===== src/rtl/gpio_dir_pkg.sv =====
package gpio_dir_pkg;

  localparam int REG_ADDR_W = 2;

  typedef enum logic [REG_ADDR_W-1:0] {
    REG_DIR  = 2'd0,
    REG_DATA = 2'd1
  } regSel_e;

  // Strobes from control to datapath
  typedef struct packed {
    logic wrDir;
    logic wrData;
    logic abortSync;
  } ctlStrobes_t;

endpackage


===== src/rtl/gpioDirCtrl.sv =====
module gpioDirCtrl
  import gpio_dir_pkg::*;
#(
  parameter int SYNC_STAGES = 2
) (
  input  logic                  clk,
  input  logic                  rstN,
  input  logic                  abortIn,
  input  logic                  regWrEn,
  input  logic [REG_ADDR_W-1:0] regAddr,
  output ctlStrobes_t           ctl
);

  logic [SYNC_STAGES-1:0] syncQ;

  // Reset to "abort seen" so enables stay low until a clean abort-free view
  generate
    if (SYNC_STAGES == 1) begin : g_sync1
      always_ff @(posedge clk or negedge rstN) begin
        if (!rstN) syncQ <= '1;
        else       syncQ <= abortIn;
      end
    end else begin : g_syncN
      always_ff @(posedge clk or negedge rstN) begin
        if (!rstN) syncQ <= '1;
        else       syncQ <= {syncQ[SYNC_STAGES-2:0], abortIn};
      end
    end
  endgenerate

  always_comb begin
    ctl.abortSync = syncQ[SYNC_STAGES-1];
    ctl.wrDir     = regWrEn && (regAddr == REG_DIR);
    ctl.wrData    = regWrEn && (regAddr == REG_DATA);
  end


  stray_strobe_chk: assert property (@(posedge clk) disable iff (!rstN)
    (regAddr[REG_ADDR_W-1] == 1'b1) |-> !(ctl.wrDir || ctl.wrData));

endmodule


===== src/rtl/gpioDirDatapath.sv =====
module gpioDirDatapath
  import gpio_dir_pkg::*;
#(
  parameter int NUM_PINS = 8
) (
  input  logic                  clk,
  input  logic                  rstN,
  input  ctlStrobes_t           ctl,
  input  logic [NUM_PINS-1:0]   wrData,
  input  logic [REG_ADDR_W-1:0] rdAddr,
  output logic [NUM_PINS-1:0]   rdData,
  output logic [NUM_PINS-1:0]   pinOut,
  output logic [NUM_PINS-1:0]   pinOe
);

  logic [NUM_PINS-1:0] dirQ;
  logic [NUM_PINS-1:0] dataQ;
  logic [NUM_PINS-1:0] oeQ;

  // Stored words always take writes; abort only gates the enables
  always_ff @(posedge clk or negedge rstN) begin
    if (!rstN) begin
      dirQ  <= '0;
      dataQ <= '0;
      oeQ   <= '0;
    end else begin
      if (ctl.wrDir)  dirQ  <= wrData;
      if (ctl.wrData) dataQ <= wrData;
      oeQ <= dirQ & {NUM_PINS{~ctl.abortSync}};
    end
  end

  always_comb begin
    case (rdAddr)
      REG_DIR:  rdData = dirQ;
      REG_DATA: rdData = dataQ;
      default:  rdData = '0;
    endcase
  end

  assign pinOut = dataQ;
  assign pinOe  = oeQ;


  oe_abort_chk: assert property (@(posedge clk) disable iff (!rstN)
    ctl.abortSync |=> (oeQ == '0));


  oe_restore_chk: assert property (@(posedge clk) disable iff (!rstN)
    !ctl.abortSync |=> (oeQ == $past(dirQ)));


  dir_write_chk: assert property (@(posedge clk) disable iff (!rstN)
    ctl.wrDir |=> (dirQ == $past(wrData)));


  dir_hold_chk: assert property (@(posedge clk) disable iff (!rstN)
    !ctl.wrDir |=> $stable(dirQ));


  data_write_chk: assert property (@(posedge clk) disable iff (!rstN)
    ctl.wrData |=> (dataQ == $past(wrData)));

endmodule


===== src/rtl/gpioAbortDir.sv =====
module gpioAbortDir
  import gpio_dir_pkg::*;
#(
  parameter int NUM_PINS    = 8,
  parameter int SYNC_STAGES = 2
) (
  input  logic                  clk,
  input  logic                  rstN,
  input  logic                  regWrEn,
  input  logic [REG_ADDR_W-1:0] regAddr,
  input  logic [NUM_PINS-1:0]   regWrData,
  output logic [NUM_PINS-1:0]   regRdData,
  input  logic                  abortIn,
  output logic [NUM_PINS-1:0]   pinOut,
  output logic [NUM_PINS-1:0]   pinOe
);

  ctlStrobes_t ctl;

  gpioDirCtrl #(
    .SYNC_STAGES(SYNC_STAGES)
  ) u_ctrl (
    .clk    (clk),
    .rstN   (rstN),
    .abortIn(abortIn),
    .regWrEn(regWrEn),
    .regAddr(regAddr),
    .ctl    (ctl)
  );

  gpioDirDatapath #(
    .NUM_PINS(NUM_PINS)
  ) u_dp (
    .clk   (clk),
    .rstN  (rstN),
    .ctl   (ctl),
    .wrData(regWrData),
    .rdAddr(regAddr),
    .rdData(regRdData),
    .pinOut(pinOut),
    .pinOe (pinOe)
  );

endmodule


===== config.mk =====
export PLATFORM = sky130hd
export DESIGN_NAME = gpioAbortDir
export DESIGN_NICKNAME = d
export VERILOG_FILES = /design/src/rtl/gpio_dir_pkg.sv /design/src/rtl/gpioDirCtrl.sv /design/src/rtl/gpioDirDatapath.sv /design/src/rtl/gpioAbortDir.sv
export SDC_FILE = /design/constraint.sdc
export NUM_CORES = 1
export LEC_CHECK = 0
export ABC_AREA = 1
export ABC_CLOCK_PERIOD_IN_PS = 1000
export BUFFER_PORTS_ARGS = -buffer_cell sky130_fd_sc_hd__buf_2
export CAP_MARGIN = 15
export CORE_UTILIZATION = 29
export CTS_BUF_LIST = sky130_fd_sc_hd__clkbuf_4
export DETAILED_ROUTE_END_ITERATION = 16
export HOLD_SLACK_MARGIN = 0.12
export PLACE_DENSITY = 0.56
export SYNTH_ARGS = -nofsm -noshare
export SYNTH_HDL_FRONTEND = slang
export SYNTH_SLANG_ARGS = --single-unit

===== constraint.sdc =====
create_clock -name clk -period 1 [get_ports clk]
set_input_delay 0.2 -clock clk [delete_from_list [all_inputs] [get_ports clk]]
set_output_delay 0.2 -clock clk [all_outputs]
set_load 0.02 [all_outputs]

==> parameters.txt <==
Parameter                              Value

STA
  Final clock period utilization by the worst path    122%
  Upper clock frequency limit    approximately 0.82 GHz
  Number of hold violations in the final report    0
  Setup WS post-layout    -0.224 ns
  Post-layout min period    1.22 ns
  Setup violators final    24
  Transition time of the tightest slew-check pin    about 0.37 ns
  Final-report max-slew violation count    0
  Rel. slew slack    between 70 and 80%
  Final hold slack    roughly 0.14 ns
  Unrepaired setup endpoints after global routing    yes
  Worst clock skew    0.00806 ns

Status
  Violated checks    setup timing
  Result of the run    finished, violations left

Detailed routing
  Number of violations reported at the end of detailed-routing iteration 0    46
  DRC    0
  Post-route ant nets    0
  Wire length per cell    ~11 µm
  Post-Route WL    around 2500 µm
  Number of vias after detailed routing    approximately 1000
  Number of detailed-route iterations in the first pass    4
  Ratio of routed vias to standard cells    between 4 and 5

Clock network
  Maximum number of buffers from clock root to sink    2
  Clock tree from TritonCTS    done
  Clk slew on worst S/H paths    ~0.14 ns
  Clk Tree Root Cell    clkbuf_4
  Sink Count    26
  Clock H-tree levels    1
  Inserted Clock Buffers    3
  Source-to-sink clock delay at the later pin of the worst-skew pair    roughly 0.32 ns

Hold path
  Type of the worst min-delay path    in2reg
  Number of cells on the worst hold path    3
  WHS Endpoint    u_dp.dirQ[6]$_DFFE_PN0P_
  Worst hold path startpoint    regWrData[6]

Critical path
  Kind of end point of the critical path    output port
  Endpoint required time on the critical path    0.80 ns
  R2r worst-path depth    4
  Reg-to-reg critical path endpoint    u_dp.pinOut[6]$_DFFE_PN0P_
  Worst Setup Path Type    reg2out
  Worst-case register-to-register setup slack    roughly 0.14 ns
  CP startpoint kind    flop
  Critical Path Fanout Max    2
  Reg-to-Reg Start    u_dp.pinOut[6]$_DFFE_PN0P_
  Critical path data arrival time    between 1 and 1.5 ns

Power
  P_leak    between 0.9 and 1 nW
  NetSw    roughly 0.84 mW
  Overall Power    between 2 and 3 mW
  Clock network power share    between 20 and 25%
  Sequential share of power    44.8%
  Power density normalized to cell area    around 1600 nW/µm²
  Net Sw Frac    a little under 30%
  Worst supply voltage drop on vdd    around 0.00078 V
  Combinational cell fraction of total power    between 30% and 40%
  Cell-internal power    roughly 2.0 mW

Synth
  Mean area per synthesized cell    9.09 µm²
  Total nets after synthesis    139
  Top_reg_cell synth    dfrtp_1
  Area share of the largest cell type after synthesis    52.9%
  Post-synthesis cell count    around 130
  Top cells by instance count after synthesis    nand2_1, dfrtp_1, nand3_1
  Number of synthesized flops with an enable pin    0
  Share of flip-flops with an asynchronous set or reset after synthesis    100%
  Cell area after synthesis    around 1100 µm²
  Number of warnings reported in the yosys synthesis log    0
  Count of cell types in the netlist    16
  Sequential cell area fraction in the yosys report    between 50 and 60%
  Most instantiated library cell after synthesis    nand2_1
  FF+latch count, synth    26
  Largest cells by area after synthesis    dfrtp_1, nand2_1, nand3_1
  Biggest area consumer among synthesized cells    dfrtp_1

Global route
  Remaining global-route overflow    0
  Vias in the first global route    between 1000 and 1500
  Maximum number of pins on one net before global-route repair    27
  Total GRT Usage    ~14%
  Global-route wire length before repair    around 4600 µm
  Initial antenna violation count    0

Finish
  Number of fill cells in the layout    between 300 and 400
  Share of final-layout standard cells stronger than drive strength 1    43.3%
  Core utilization of the finished layout    roughly 47%
  Sequential cell area    about 650 µm²
  Count of inserted antenna diode cells    0
  Final nets    195
  Growth of design area from synthesis to finish    54.3%
  Area taken by multi-input logic gates    around 430 µm²

Flow run
  Max-cap viol count    0

Placement
  DPL Wire Length    1870 µm
  PortBufs    37
  RePlAce Congestion    just under 0.8

Floorplan
  Die area    about 4200 µm²
  Cell row count    22
  Count of boundary I/O pins    38
  Starting density of the core    between 30% and 40%
  Die W    between 60 and 70 µm
  Chip Height    around 65 µm
  Standard cell core area    ~3700 µm²
-- timing repair --
action,in CTS,in global routing
endpoints found under the hold margin,27,0
resized for setup,56,6
hold buffers,2,0
gates cloned,0,0
endpoints found under the setup margin,24,24
pin swaps,12,5
setup buffers,10,1
-- worst max path at each step --
stage                          startpoint            to  slack (ns)  cells past startpoint
2_1_floorplan                  regAddr[0]  regRdData[0]        0.02                      5
3_3_place_gp                   regAddr[0]  regRdData[3]       -0.09                      5
3_5_place_dp                   regAddr[0]  regRdData[3]        -0.1                      5
4_1_cts        u_dp.pinOut[5]$_DFFE_PN0P_  regRdData[5]       -0.24                      3
5_1_grt        u_dp.pinOut[4]$_DFFE_PN0P_  regRdData[4]       -0.28                      3
6_report       u_dp.pinOut[3]$_DFFE_PN0P_  regRdData[3]       -0.22                      3
-- state kept, by name (all words and copies together) (netlist names) --
signal / cells
u_dp.pinOut: 8
u_ctrl.syncQ: 2
u_dp.dirQ: 8
u_dp.pinOe: 8
-- cell type report --
cell class              instances  share of cell area (%)
repair buffers                 58                    29.8
flip-flops and latches         26                    37.3
well taps                      48                    3.43
clock buffers                   3                    1.28
clock inverters                 1                    1.71
inverters                       9                    2.07
multi-input cells              83                    24.5
-- routing by layer --
| metal | wire length [µm] | global-route usage, % | up-vias |
|---|---|---|---|
| met5 | 0 | 0 | - |
| met4 | 31 | 6.67 | 0 |
| met3 | 107 | 1.41 | 4 |
| met2 | 1190 | 21.6 | 35 |
| met1 | 1190 | 19.3 | 466 |
| li1 | - | - | 507 |
-- cells in the final DEF, fill, tap and decap left out, types with 2 or more instances in the layout --
cell type,synthesis,final
buf_2,1,13
clkbuf_4,0,3
buf_4,2,15
nand2_1,48,42
nand3_1,15,10
dfstp_2,2,2
buf_6,3,27
nand4_1,8,8
nor2_1,8,8
nand3_2,1,6
nand2_2,1,7
dfrtp_1,24,24
inv_1,8,8
dlygate4sd3_1,0,2
-- per-stage QoR --
| step | instances | setup TNS [ns] | setup slack, ns | area [µm²] |
|---|---|---|---|---|
| final | 228 | -3.42 | -0.224 | 1750 |
| after global routing | 228 | -4.62 | -0.284 | 1750 |
| after CTS | 227 | -3.64 | -0.241 | 1730 |
| after detailed placement | 211 | -1.11 | -0.0992 | 1400 |
| after global placement | 211 | -0.904 | -0.0909 | 1400 |
| after floorplan | 125 | 0 | 0.0231 | 1140 |
-- kinds of logic (layout without fill, tap and decap cells) --
kind of cell | Yosys count | in the layout | share of synthesized area, %
buffers and inverters | 16 | 71 | 8.26
DFF | 26 | 26 | 57.5
and+or+nand+nor | 83 | 83 | 34.3
-- critical path, stage by stage, from the launching register on --
cell and delay, ns:
dfrtp_1 0.43, nand3_2 0.08, nand2_2 0.07, buf_6 0.13
-- power by group through the flow --
stage                     Combinational [mW]  Clock [mW]  Sequential, mW
after floorplan                        0.256           0            1.39
after global placement                 0.573           0            1.31
after detailed placement               0.577           0            1.31
after CTS                              0.868       0.730            1.29
after global routing                   0.964       0.791            1.31
final                                  0.880       0.712            1.29
Power figures use the tool's default switching activity.
